`config.mk`:
```
export PLATFORM = sky130hd
export DESIGN_NAME = sram_lane_ctrl
export DESIGN_NICKNAME = d
export VERILOG_FILES = /design/src/rtl/sram_lane_pkg.sv /design/src/rtl/sram_wait_timer.sv /design/src/rtl/sram_dq_driver.sv /design/src/rtl/sram_lane_ctrl.sv
export SDC_FILE = /design/constraint.sdc
export NUM_CORES = 1
export LEC_CHECK = 0
export BUFFER_PORTS_ARGS = -buffer_cell sky130_fd_sc_hd__buf_2
export CAP_MARGIN = 10
export CORE_ASPECT_RATIO = 1.1
export CORE_MARGIN = 2
export CORE_UTILIZATION = 53
export DETAILED_ROUTE_END_ITERATION = 6
export GPL_ROUTABILITY_DRIVEN = 0
export HOLD_SLACK_MARGIN = 0.15
export PLACE_DENSITY_LB_ADDON = 0.08
export SLEW_MARGIN = 20
export SYNTH_ARGS = -nofsm -noshare
export SYNTH_HDL_FRONTEND = slang
export SYNTH_SLANG_ARGS = --single-unit
export TNS_END_PERCENT = 1
```
`constraint.sdc`:
```
create_clock -name clk -period 4.2 [get_ports clk]
set_input_delay 0 -clock clk [delete_from_list [all_inputs] [get_ports clk]]
set_output_delay 0 -clock clk [all_outputs]
set_load 0.1 [all_outputs]
```
`src/rtl/sram_lane_pkg.sv`:
```
package sram_lane_pkg;

  typedef enum logic [2:0] {
    ST_IDLE,
    ST_RD_WAIT,
    ST_RD_CAPT,
    ST_WR_SETUP,
    ST_WR_PULSE,
    ST_WR_RECOV
  } ctrl_state_e;

  typedef struct packed {
    logic ce_n;
    logic ce;
    logic we_n;
    logic oe_n;
    logic ub_n;
    logic lb_n;
  } strobe_t;

  localparam strobe_t STB_IDLE = '{ce_n: 1'b1, ce: 1'b0, we_n: 1'b1,
                                   oe_n: 1'b1, ub_n: 1'b1, lb_n: 1'b1};

  function automatic int ns_to_cyc(input int ns, input int clk_ns);
    return (ns + clk_ns - 1) / clk_ns;
  endfunction

  function automatic int imax(input int a, input int b);
    return (a > b) ? a : b;
  endfunction

endpackage

```
`src/rtl/sram_wait_timer.sv`:
```
module sram_wait_timer #(
  parameter int CNT_W = 8
) (
  input  logic             clk,
  input  logic             rst_n,
  input  logic             load,
  input  logic [CNT_W-1:0] load_val,
  output logic             expired
);

  logic [CNT_W-1:0] cnt_q, cnt_d;

  always_comb begin
    cnt_d = cnt_q;
    if (load)               cnt_d = load_val;
    else if (cnt_q != '0)   cnt_d = cnt_q - 1'b1;
  end

  always_ff @(posedge clk or negedge rst_n) begin
    if (!rst_n) cnt_q <= '0;
    else        cnt_q <= cnt_d;
  end

  assign expired = (cnt_q == '0);

  // a reloaded count never wraps while running down
  p_no_wrap_r4: assert property (@(posedge clk) disable iff (!rst_n)
    (!load && cnt_q == '0) |=> (cnt_q == '0));

endmodule

```
`src/rtl/sram_dq_driver.sv`:
```
module sram_dq_driver #(
  parameter int CNT_W   = 8,
  parameter int FLOAT_C = 2
) (
  input  logic clk,
  input  logic rst_n,
  input  logic we_n_now,
  input  logic we_n_next,
  output logic dq_oe
);

  localparam logic [CNT_W-1:0] FLOAT_LIM = CNT_W'(FLOAT_C);

  logic [CNT_W-1:0] low_cnt_q, low_cnt_d;
  logic             oe_q, oe_d;

  always_comb begin
    if (we_n_now)                 low_cnt_d = '0;
    else if (low_cnt_q < FLOAT_LIM) low_cnt_d = low_cnt_q + 1'b1;
    else                          low_cnt_d = low_cnt_q;
    oe_d = (!we_n_next && (low_cnt_d >= FLOAT_LIM)) ||
           (!we_n_now && we_n_next);
  end

  always_ff @(posedge clk or negedge rst_n) begin
    if (!rst_n) begin
      low_cnt_q <= '0;
      oe_q      <= 1'b0;
    end else begin
      low_cnt_q <= low_cnt_d;
      oe_q      <= oe_d;
    end
  end

  assign dq_oe = oe_q;

  // driver is on only while the write strobe is low or in the cycle after it rose
  p_drive_window_r6: assert property (@(posedge clk) disable iff (!rst_n)
    oe_q |-> (!we_n_now || $past(!we_n_now)));

endmodule

```
`src/rtl/sram_lane_ctrl.sv`:
```
module sram_lane_ctrl
  import sram_lane_pkg::*;
#(
  parameter int ADDR_W    = 19,
  parameter int DATA_W    = 16,
  parameter int CNT_W     = 8,
  parameter int CLK_NS    = 10,
  parameter int T_RC_NS   = 55,
  parameter int T_AA_NS   = 55,
  parameter int T_DOE_NS  = 25,
  parameter int T_WC_NS   = 55,
  parameter int T_PWE_NS  = 40,
  parameter int T_AW_NS   = 40,
  parameter int T_SD_NS   = 25,
  parameter int T_SA_NS   = 0,
  parameter int T_HZWE_NS = 20
) (
  input  logic              clk,
  input  logic              rst_n,
  input  logic              req_valid,
  input  logic              req_write,
  input  logic [ADDR_W-1:0] req_addr,
  input  logic [DATA_W-1:0] req_wdata,
  input  logic [DATA_W/8-1:0] req_mask,
  output logic              req_ready,
  output logic              rsp_done,
  output logic [DATA_W-1:0] rsp_rdata,
  output logic [ADDR_W-1:0] mem_addr,
  output logic              mem_ce_n,
  output logic              mem_ce,
  output logic              mem_we_n,
  output logic              mem_oe_n,
  output logic              mem_ub_n,
  output logic              mem_lb_n,
  input  logic [DATA_W-1:0] mem_dq_in,
  output logic [DATA_W-1:0] mem_dq_out,
  output logic              mem_dq_oe
);

  localparam int LANES = DATA_W / 8;
  localparam int RD_C  = imax(imax(ns_to_cyc(T_RC_NS, CLK_NS), ns_to_cyc(T_AA_NS, CLK_NS)),
                              ns_to_cyc(T_DOE_NS, CLK_NS));
  localparam int SU_C  = imax(1, ns_to_cyc(T_SA_NS, CLK_NS));
  localparam int FL_C  = ns_to_cyc(T_HZWE_NS, CLK_NS);
  localparam int PW_C  = imax(imax(ns_to_cyc(T_PWE_NS, CLK_NS), FL_C + ns_to_cyc(T_SD_NS, CLK_NS)),
                              ns_to_cyc(T_AW_NS, CLK_NS) - SU_C);
  localparam int RV_C  = imax(1, ns_to_cyc(T_WC_NS, CLK_NS) - SU_C - PW_C);

  ctrl_state_e state_q, state_d;
  strobe_t     stb_q, stb_d;

  logic [ADDR_W-1:0] addr_q;
  logic [DATA_W-1:0] wdata_q;
  logic [LANES-1:0]  mask_q, mask_d;
  logic [DATA_W-1:0] rdata_q;
  logic              done_q, done_d;
  logic              accept, capture;
  logic              tmr_load, tmr_expired;
  logic [CNT_W-1:0]  tmr_val;

  assign accept  = req_valid && (state_q == ST_IDLE);
  assign capture = (state_q == ST_RD_WAIT) && tmr_expired;
  assign mask_d  = accept ? req_mask : mask_q;

  // next-state logic
  always_comb begin
    state_d = state_q;
    unique case (state_q)
      ST_IDLE:     if (req_valid)   state_d = req_write ? ST_WR_SETUP : ST_RD_WAIT;
      ST_RD_WAIT:  if (tmr_expired) state_d = ST_RD_CAPT;
      ST_RD_CAPT:                   state_d = ST_IDLE;
      ST_WR_SETUP: if (tmr_expired) state_d = ST_WR_PULSE;
      ST_WR_PULSE: if (tmr_expired) state_d = ST_WR_RECOV;
      ST_WR_RECOV: if (tmr_expired) state_d = ST_IDLE;
      default:                      state_d = ST_IDLE;
    endcase
  end

  // phase length loaded on every state change
  always_comb begin
    tmr_load = (state_d != state_q);
    unique case (state_d)
      ST_RD_WAIT:  tmr_val = CNT_W'(RD_C - 1);
      ST_WR_SETUP: tmr_val = CNT_W'(SU_C - 1);
      ST_WR_PULSE: tmr_val = CNT_W'(PW_C - 1);
      ST_WR_RECOV: tmr_val = CNT_W'(RV_C - 1);
      default:     tmr_val = '0;
    endcase
  end

  // strobe decode from the next state
  always_comb begin
    stb_d = STB_IDLE;
    if (state_d != ST_IDLE && state_d != ST_RD_CAPT) begin
      stb_d.ce_n = 1'b0;
      stb_d.ce   = 1'b1;
      stb_d.lb_n = ~mask_d[0];
      stb_d.ub_n = ~mask_d[LANES-1];
      stb_d.oe_n = (state_d != ST_RD_WAIT);
      stb_d.we_n = (state_d != ST_WR_PULSE);
    end
  end

  assign done_d = capture || ((state_q == ST_WR_RECOV) && tmr_expired);

  always_ff @(posedge clk or negedge rst_n) begin
    if (!rst_n) begin
      state_q <= ST_IDLE;
      stb_q   <= STB_IDLE;
      done_q  <= 1'b0;
    end else begin
      state_q <= state_d;
      stb_q   <= stb_d;
      done_q  <= done_d;
    end
  end

  always_ff @(posedge clk or negedge rst_n) begin
    if (!rst_n) begin
      addr_q  <= '0;
      wdata_q <= '0;
      mask_q  <= '0;
    end else if (accept) begin
      addr_q  <= req_addr;
      wdata_q <= req_wdata;
      mask_q  <= req_mask;
    end
  end

  for (genvar g = 0; g < LANES; g++) begin : g_lane
    always_ff @(posedge clk or negedge rst_n) begin
      if (!rst_n)       rdata_q[g*8 +: 8] <= '0;
      else if (capture) rdata_q[g*8 +: 8] <= mask_q[g] ? mem_dq_in[g*8 +: 8] : 8'h00;
    end
  end

  sram_wait_timer #(.CNT_W(CNT_W)) u_timer (
    .clk      (clk),
    .rst_n    (rst_n),
    .load     (tmr_load),
    .load_val (tmr_val),
    .expired  (tmr_expired)
  );

  sram_dq_driver #(.CNT_W(CNT_W), .FLOAT_C(FL_C)) u_drv (
    .clk       (clk),
    .rst_n     (rst_n),
    .we_n_now  (stb_q.we_n),
    .we_n_next (stb_d.we_n),
    .dq_oe     (mem_dq_oe)
  );

  assign req_ready  = (state_q == ST_IDLE);
  assign rsp_done   = done_q;
  assign rsp_rdata  = rdata_q;
  assign mem_addr   = addr_q;
  assign mem_dq_out = wdata_q;
  assign mem_ce_n   = stb_q.ce_n;
  assign mem_ce     = stb_q.ce;
  assign mem_we_n   = stb_q.we_n;
  assign mem_oe_n   = stb_q.oe_n;
  assign mem_ub_n   = stb_q.ub_n;
  assign mem_lb_n   = stb_q.lb_n;

  // an accepted request leaves the idle state at once
  p_accept_busy_r2: assert property (@(posedge clk) disable iff (!rst_n)
    (req_valid && req_ready) |=> !req_ready);

  // idle means deselected
  p_idle_deselect_r3: assert property (@(posedge clk) disable iff (!rst_n)
    req_ready |-> (mem_ce_n && !mem_ce && mem_we_n && mem_oe_n));

  // address held through a busy access
  p_addr_stable_r3: assert property (@(posedge clk) disable iff (!rst_n)
    (!req_ready && $past(!req_ready)) |-> $stable(mem_addr));

  // output enable stays off while writing
  p_oe_off_write_r6: assert property (@(posedge clk) disable iff (!rst_n)
    !mem_we_n |-> mem_oe_n);

  // done lasts one cycle
  p_done_single_r7: assert property (@(posedge clk) disable iff (!rst_n)
    rsp_done |=> !rsp_done);

  // no driving against a memory that may be driving
  p_no_contention_r9: assert property (@(posedge clk) disable iff (!rst_n)
    mem_dq_oe |-> mem_oe_n);

endmodule

```
==> impl_results.md, run 1 <==
* Status: finished, final reports clean
* Area share of the largest cell type after synthesis at 56.8%
* Antenna-violating nets left at 0
* DR pass1 iterations at 4
* Post-route minimum period at 2.27 ns
* Syn-to-layout area delta at 43.1%
* Max-slew violation count at 0
* First-pass GRT wire length at 13.1 mm
* Top post-synthesis cells by area: dfrtp_1 (57%), mux2_2 (13%), nand2_1 (4.4%)
* Detailed placement HPWL at ~4.7 mm
* Commonest non-fill, non-tap cells in the layout: buf_2 (115), dfrtp_1 (75), dlygate4sd3_1 (57), nand2_1 (39), mux2_2 (37)
* CTS tree: built
* Post-DR vias/cell at 5.14
* Site Rows at 30
* Layout Skew at 0.00853 ns
* Synth cell types at 40
* Syn_nets at 327
* Mean post-synth cell area at 12.3 sq um
* Slew margin rel. at 35.7%
* Worst setup path category: reg2reg
* Async S/R FF share, synth at between 90% and 100%
* Startpoint Class: register
* Sink Count at 80
* Synth Flop Type: dfrtp_1
* Yosys top cell by area: dfrtp_1
* Routed WL at 8.22 mm
* Total track usage at 25.0%
* Metal3 WL at 489 um
* Most common cell after layout, fill and taps aside: buf_2
* Ys Warns at 0
* CTS resizes at 0
* CTS root buffer: clkbuf_8
* Nets at 500
* Crit. End Element: register
* Vias in the first global route at 2,705
* CTS buffer count at 9
* Diodes inserted at 0
* Clock Latency Late Sink at 0.34 ns
* DR WL/cell at 15.6 um
* Setup TNS at 0 ns
* Syn Inst Count at 268
* Post-Syn Area at approximately 3300 sq um
* Antenna violations before repair at 0
* Die span in x at 79.3 um
* Layout cell share with drive strength beyond 1 at 41.7%
* Ports at between 100 and 150
* Buffers on Ports at 116
* Die H at 86.8 um
* RSZ-0062 raised after global routing: false
* Fmax achieved at 0.440 GHz
* DRT met1 WL at 3.36 mm
* Final Cycle Share at 54.2%
* Post-synth EDFFs at 0
* Highest metal used: met4
* Met2 Wirelength at about 4.1 mm
* Pin count of the biggest net entering global routing at 81
* Starting Density at between 50% and 60%
* Number of remaining DRC errors at 0
* Setup Viol. Count Final at 0
* Worst min path class: in2async
* #FFs+latches synth at 80
* Core region area at 6080 sq um
* Worst EP arrival at about 2.5 ns
* Iteration-0 DRC Markers at around 110
* Worst Max-Slew Pin Slew at slightly below 1 ns
* Via count at roughly 2,700
* Max Fanout on Critical Path at 9
* Worst Path Required at 4.42 ns
* Die Area at 6880 sq um
* Endpoints failing hold at 0
* Seq/Total Area, Yosys at 60.8%
* GRT overflow at 0
* Max Cap Viol at 0
* Clk buf depth at 2
* H-Tree Depth at 3
* Worst-path clk slew at 0.08 ns
==> layer usage <==
| metal | vias up | track usage [%] |
|---|---|---|
| met1 | 1305 | 30.5 |
| met4 | 0 | 11.4 |
| met3 | 18 | 4.79 |
| li1 | 1272 | - |
| met2 | 110 | 43.1 |
| met5 | - | 0 |
==> through the flow <==
stage               area [sq um]  hold slack, ns  util [%]  worst slack [ns]  cells
detailed placement          3910           0.216      64.3              2.33    453
global route                4730           0.429      77.8              1.77    526
finish                      4730           0.347      77.8              1.93    526
floorplan                   3300          -0.296         -              1.47    268
CTS                         4730           0.391      77.8              1.95    526
global placement            3910           0.215      64.3              2.33    453
==> state kept, by name (all words and copies together) (netlist names), 2 cells and up <==
signal	count
mem_addr	19
mem_dq_out	16
state_q	3
mask_q	2
rsp_rdata	16
u_drv.low_cnt_q	8
u_timer.cnt_q	8
==> kinds of logic after synthesis <==
logic type,synth area share (%)
xor+xnor,0.530
simple gates,13.8
compound gates,7.80
flops,60.8
mux,13.2
fa+ha+maj,0.757
buf+inv,3.14
==> worst paths after layout <==
kind	startpoint	end	depth (start not counted)	slack, ns
hold / removal	rst_n	mem_addr[12]	2	0.35
setup / recovery	u_timer.cnt_q[0]	u_timer.cnt_q[2]	7	1.93
max in group asynchronous	rst_n	mem_addr[18]	2	3.22
min in group clk	req_wdata[9]	mem_dq_out[9]	3	0.42
setup reg to reg	u_timer.cnt_q[0]	u_timer.cnt_q[2]	7	1.93
hold reg to reg	rsp_rdata[5]	rsp_rdata[5]	2	0.49
==> cells in the mapped netlist, types with 2 or more instances <==
| cell type | instances |
|---|---|
| nand2_1 | 39 |
| nor4_4 | 2 |
| nor2b_1 | 7 |
| buf_2 | 5 |
| dfstp_2 | 5 |
| o21ai_1 | 14 |
| nand2b_1 | 3 |
| o22ai_1 | 2 |
| o21ai_0 | 7 |
| clkbuf_1 | 3 |
| dfrtp_1 | 75 |
| a21oi_1 | 7 |
| a31oi_1 | 2 |
| nor3_1 | 6 |
| mux2i_1 | 2 |
| ha_1 | 2 |
| o211ai_1 | 2 |
| and2_1 | 3 |
| inv_1 | 6 |
| o31ai_1 | 2 |
| mux2_2 | 37 |
| nor4_1 | 2 |
| buf_6 | 4 |
| nand3_1 | 3 |
| nor2_1 | 13 |
==> layout make-up <==
| class | instances | area, sq um |
|---|---|---|
| flip-flops and latches | 80 | 2010 |
| fillers | 383 | 1350 |
| multi-input cells | 170 | 1190 |
| repair buffers | 174 | 1160 |
| clock buffers | 11 | 141 |
| clock inverters | 5 | 104 |
| well taps | 80 | 100 |
| inverters | 6 | 22.5 |
==> worst max-delay path, cell delays in order (launching register included) <==
cell,delay [ns]
dfrtp_1,0.42
inv_1,0.09
ha_1,0.20
nor3b_2,0.35
nand2_2,0.23
o211ai_1,0.21
o21ai_0,0.10
dlygate4sd3_1,0.56
==> timing repair <==
item / 4_1_cts / 5_1_grt
hold endpoints to repair: 135 / 0
hold buffers: 57 / 0
buffers inserted: 0 / 0
Power of run 1 is left out: the tool's default activity adds up to more than one toggle a clock period on the data nets, which glitch-free logic cannot reach.
==> run 2: changes to the inputs <==
--- a/config.mk
+++ b/config.mk
@@ -5,11 +5,12 @@
 export SDC_FILE = /design/constraint.sdc
 export NUM_CORES = 1
 export LEC_CHECK = 0
+export ABC_AREA = 1
 export BUFFER_PORTS_ARGS = -buffer_cell sky130_fd_sc_hd__buf_2
 export CAP_MARGIN = 10
 export CORE_ASPECT_RATIO = 1.1
 export CORE_MARGIN = 2
-export CORE_UTILIZATION = 53
+export CORE_UTILIZATION = 50
 export DETAILED_ROUTE_END_ITERATION = 6
 export GPL_ROUTABILITY_DRIVEN = 0
 export HOLD_SLACK_MARGIN = 0.15
==> constraint.sdc (replaced) <==
create_clock -name clk -period 2.15 [get_ports clk]
set_input_delay 0 -clock clk [delete_from_list [all_inputs] [get_ports clk]]
set_output_delay 0 -clock clk [all_outputs]
set_load 0.1 [all_outputs]
==> run 2 against run 1 <==
Against the previous run:
- register-to-register slack got worse by 1.7 ns
- design area rose by 4.8%
- worst setup slack got worse by 1.7 ns
- highest routed layer unchanged
- hold slack got worse by 0.20 ns
- routed wire length fell by 1.2%
- cell count rose by 10%
- area after synthesis rose by 6.2%
- first-iteration DRC count fell by 35%
==> impl_results.md, run 2 <==
* Syn-to-layout area delta at 41.2%
* Met2 Wirelength at roughly 4.1 mm
* Metal3 WL at roughly 360 um
* Total track usage at 22.2%
* Vias in the first global route at slightly below 3,000
* Starting Density at between 50% and 60%
* Final non-filler cell area at 4950 sq um
* DRT met1 WL at 3.52 mm
* Status: finished, final reports clean
* Setup Viol. Count Final at 0
* Nets at 550
* Post-synth EDFFs at 0
* Worst-path clk slew at 0.08 ns
* CTS root buffer: clkbuf_8
* Most common cell in the netlist: dfrtp_1
* DR WL/cell at 14.0 um
* Synth Flop Type: dfrtp_1
* Crit. End Element: register
* P_leak at 0.00272 uW
* Register area at 2010 sq um
* Die Area at 7700 sq um
* Max Cap Viol at 0
* Post-route minimum period at 1.90 ns
* Sink Count at 80
* Yosys top cell by area: dfrtp_1
* Layout cell share with drive strength beyond 1 at between 40 and 50%
* Worst Max-Slew Pin Slew at ~0.50 ns
* Async S/R FF share, synth at 100%
* Max Fanout on Critical Path at 8
* Syn Inst Count at 313
* Fmax achieved at 0.527 GHz
* Post-synth top cells: dfrtp_1 (75), nand2_1 (65), mux2_4 (30), inv_1 (29), nor2_1 (25)
* Number of remaining DRC errors at 0
* Post-Syn Area at 3510 sq um
* Worst min path class: in2async
* Startpoint Class: register
* Endpoints failing hold at 0
* Worst setup margin at 0.251 ns
* Max VDD drop at about 0.38 mV
* Mean post-synth cell area at 11.2 sq um
* Final Cycle Share at between 80% and 90%
* Worst setup path category: reg2reg
* Highest metal used: met4
* Worst Path Required at 2.38 ns
* Place WS at 0.267 ns
* Antenna-violating nets left at 0
* Die H at 91.8 um
* Iteration-0 DRC Markers at 74
* Pin count of the biggest net entering global routing at between 40 and 50
* Commonest non-fill, non-tap cells in the layout: buf_2 (115), dfrtp_1 (74), nand2_1 (65), dlygate4sd3_1 (56), mux2_4 (30)
* Die span in x at 83.9 um
* Site Rows at 32
* Synth cell types at 30
* WHS at 0.146 ns
* #FFs+latches synth at 80
* First-pass GRT wire length at 13.6 mm
* Detailed placement HPWL at 5.09 mm
* CTS resizes at 0
* Area share of the largest cell type after synthesis at between 50% and 60%
* Layout Skew at roughly 0.013 ns
* Top post-synthesis cells by area: dfrtp_1 (54%), mux2_4 (13%), nand2_1 (7.0%)
* Ports at 117
* Buffers on Ports at 116
* RSZ-0062 raised after global routing: false
* GRT overflow at 0
* Seq/Total Area, Yosys at 57.3%
* Clk buf depth at 2
* Clock Latency Late Sink at 0.34 ns
* Core region area at slightly below 7000 sq um
* DR pass1 iterations at 6
* Most common cell after layout, fill and taps aside: buf_2
* Placed Area at 4180 sq um
* Ys Warns at 0
* H-Tree Depth at 3
* Via count at 2,786
* Syn_nets at roughly 370
* CTS buffer count at 9
* Area occupied by multi-input gates at approximately 1300 sq um
* Max-slew violation count at 0
* CTS tree: built
* Antenna violations before repair at 0
* Slew margin rel. at 66.6%
* Post-DR vias/cell at between 4 and 5
* Power Density at 573 nW/um^2
* Max reg flops at 19
* Routed WL at 8.13 mm
* Worst EP arrival at 2.13 ns
* Diodes inserted at 0
* Fill count at roughly 500
run 2: cell types whose count changed after synthesis, moves of 5 or more:
cell | before | now
inv_1 | 6 | 29
nor2b_1 | 7 | 0
nand2_1 | 39 | 65
nor2_1 | 13 | 25
buf_2 | 5 | 0
nor2_2 | 0 | 5
mux2_2 | 37 | 7
mux2_4 | 0 | 30
run 2: through the flow:
step	instances	TNS (ns)	total power (uW)	utilization, %
4_1_cts	581	0	2870	71.9
6_report	581	0	2840	71.9
2_1_floorplan	313	-1.50	1540	-
5_1_grt	581	0	2940	71.9
3_5_place_dp	509	0	1620	60.6
3_3_place_gp	509	0	1620	60.6
run 2: area by class of cell:
type | count | share of cell area (%)
Clock inverter | 4 | 1.04
Inverter | 33 | 2.50
Tap cell | 85 | 2.15
Clock buffer | 12 | 3.33
Timing Repair Buffer | 176 | 23.9
Multi-Input combinational cell | 191 | 26.5
Sequential cell | 80 | 40.6
run 2: cells by family (layout without fill, tap and decap cells):
group                    after synthesis  after routing  synth area share [%]
AO/OA/AOI/OAI                         22             22                  3.14
buffers and inverters                 42            225                  5.35
XOR/XNOR                               5              5                  1.25
AND/OR/NAND/NOR                      125            125                  17.2
adder cells (fa/ha/maj)                2              2                 0.713
multiplexers                          37             37                  15.1
flip-flops                            80             80                  57.3
run 2: what timing repair did:
action,4_1_cts,5_1_grt
hold buffers,56,0
setup buffers,0,0
endpoints found under the hold margin,133,0
run 2: worst paths after layout:
path / endpoint / cells past startpoint / slack [ns] / startpoint
max: u_timer.cnt_q[0] / 11 / 0.25 / u_timer.cnt_q[0]
min: mem_dq_out[8] / 2 / 0.15 / rst_n
max reg2reg: u_timer.cnt_q[0] / 11 / 0.25 / u_timer.cnt_q[0]
min reg2reg: rsp_rdata[12] / 2 / 0.49 / rsp_rdata[12]
max in group asynchronous: mem_ce_n / 3 / 1.32 / rst_n
min in group clk: mem_dq_out[4] / 3 / 0.42 / req_wdata[4]
run 2: power breakdown:
part	internal [uW]	switching, uW	leakage [uW]
Combinational	108	61.5	0.00163
Sequential	1500	0	0.000981
Clock	632	532	0.000109
Total	2240	593	0.00272
run 2: critical path, cell delays in order (launching register included):
cell and delay (ns):
dfrtp_1 0.39, inv_1 0.10, ha_1 0.22, nand2_1 0.10, nor2_2 0.15, nand2_1 0.17, nand2_2 0.13, nand4_1 0.17
nand3_4 0.19, nand2_1 0.07, nand2_1 0.07, inv_1 0.04
run 2: routing by layer:
metal | track usage (%) | up-vias
li1 | - | 1354
met1 | 27.7 | 1337
met2 | 38.4 | 82
met3 | 4.23 | 13
met4 | 8.47 | 0
met5 | 0 | -
(Power assumes the default switching activity.)
==> run 3: changes to the inputs <==
==> constraint.sdc (replaced) <==
create_clock -name clk -period 1.79 [get_ports clk]
set_input_delay 0 -clock clk [delete_from_list [all_inputs] [get_ports clk]]
set_output_delay 0 -clock clk [all_outputs]
set_load 0.1 [all_outputs]
==> run 3 against run 2 <==
Against the previous run:
- die area did not move
- fmax grew 13%
- sequential power rose by 21%
- worst setup slack got worse by 0.14 ns
- highest routed layer unchanged
- sequential share of layout area shrank 0.47 points
==> impl_results.md, run 3 (same netlist as run 2, synthesis figures left out) <==
* Status: finished, final reports clean
* Setup Viol. Count Final at 0
* CP dominant cell by count: nand2_2
* Antenna-violating nets left at 0
* CTS tree: built
* Pin count of the biggest net entering global routing at 46
* Starting Density at about 51%
* Number of remaining DRC errors at 0
* Sw frac at between 20% and 30%
* Buffers plus inverters on the worst setup path at 2
* Largest delay share family, worst path: simple AND/OR/NAND/NOR gates
* CP max-delay cell: dfrtp_1
* Ports at 117
* Worst Setup SP: u_timer.cnt_q[1]
* CTS root buffer: clkbuf_8
* Die span in x at 83.9 um
* Worst Path Required at 2.03 ns
* WHS at 0.162 ns
* Worst-path clk slew at 0.08 ns
* Routed WL at roughly 8 mm
* Syn-to-layout area delta at 42.9%
* Internal Power at 2610 uW
* H-Tree Depth at 3
* DR WL/cell at about 14 um
* Worst min path class: in2async
* Antenna violations before repair at 0
* Crit path cell chain: inv_2 > ha_4 > nand2_2 > nor2_4 > nand2_2 > nand2_2 > nand4_1 > nand3_4 > nand2_1 > nand2_1 > inv_1
* Commonest non-fill, non-tap cells in the layout: buf_2 (115), dfrtp_1 (74), nand2_1 (63), dlygate4sd3_1 (56), mux2_4 (30)
* CTS buffer count at 9
* R2r startpoint: u_timer.cnt_q[1]
* Diodes inserted at 0
* Total track usage at ~21%
* Sink Count at 80
* Fill count at approximately 500
* Reg power frac at ~55%
* Clock Latency Late Sink at roughly 0.34 ns
* Layout Skew at 0.0100 ns
* CP peak stage delay at roughly 0.41 ns
* Clock Power Share at 39.4%
* DR pass1 iterations at 4
* Fmax achieved at 0.597 GHz
* Net switching power at 706 uW
* Post-route minimum period at about 1.7 ns
* Util after Layout at 72.8%
* Die H at 91.8 um
* Post-DR vias/cell at 4.80
* Nets at 555
* Crit. End Element: register
* Buffers on Ports at 116
* Worst EP arrival at about 1.9 ns
* Iteration-0 DRC Markers at 122
* Clk buf depth at 2
* Max Fanout on Critical Path at 8
* Final Cycle Share at 93.6%
* Worst setup path category: reg2reg
* Slew margin rel. at roughly 66%
* Vias in the first global route at between 2,000 and 3,000
* Worst Max-Slew Pin Slew at 0.509 ns
* Most common cell after layout, fill and taps aside: buf_2
* Max-slew violation count at 0
* Max VDD drop at 0.391 mV
* GRT overflow at 0
* Layout cell share with drive strength beyond 1 at 42.8%
* Site Rows at 32
* Startpoint Class: register
* Max Cap Viol at 0
* Via count at between 2,000 and 3,000
* Die Area at 7700 sq um
* Endpoints failing hold at 0
* First-pass GRT wire length at around 13 mm
* P_leak at 0.00274 uW
* Combinational power share at 6.0%
* Core region area at 6890 sq um
* Detailed placement HPWL at slightly above 5 mm
* Power Density at approximately 660 nW/um^2
* Max reg flops at 19
## run 3: worst paths after layout
kind | endpoint | slack, ns | depth (start not counted)
min in group clk | mem_addr[0] | 0.42 | 3
worst max-delay path | u_timer.cnt_q[0] | 0.11 | 11
worst min register to register | rsp_rdata[8] | 0.48 | 2
worst min-delay path | mem_dq_out[8] | 0.16 | 2
worst max register to register | u_timer.cnt_q[0] | 0.11 | 11
max in group asynchronous | mem_lb_n | 0.96 | 3
## run 3: timing repair
item / 4_1_cts / 5_1_grt
hold buffers: 56 / 0
gates resized for setup: 0 / 9
hold endpoints to repair: 138 / 0
buffers inserted: 0 / 3
setup endpoints to repair: 0 / 9
## run 3: layout make-up
type	count	area, sq um	area share (%)
inverter	33	124	2.47
multi-input combinational	191	1340	26.7
clock buffer	10	138	2.75
timing repair buffer	181	1240	24.7
tap	85	106	2.12
sequential	80	2010	40.1
clock inverter	5	57.6	1.15
## run 3: power by group through the flow
stage / sequential (uW) / combinational (uW) / clock (uW)
after global placement: 1840 / 105 / 0
final: 1810 / 200 / 1310
after detailed placement: 1840 / 105 / 0
after CTS: 1810 / 201 / 1350
after global routing: 1810 / 222 / 1430
after floorplan: 1840 / 2.96 / 0
## run 3: metrics by stage
stage               TNS (ns)  cell area [sq um]  instances  setup WS (ns)  power [uW]
detailed placement         0               4200        511         0.0181        1950
CTS                        0               4960        582        0.00428        3350
global route         -0.0163               5010        585        -0.0163        3460
finish                     0               5010        585          0.115        3310
floorplan             -16.85               3510        313         -0.410        1850
global placement           0               4200        511         0.0770        1950
## run 3: routing by layer
layer / global-route usage [%] / share of wire [%]
met1: 28.4 / 44
met2: 35.4 / 51
met3: 5.04 / 4.0
met4: 6.59 / 1.4
met5: 0 / 0
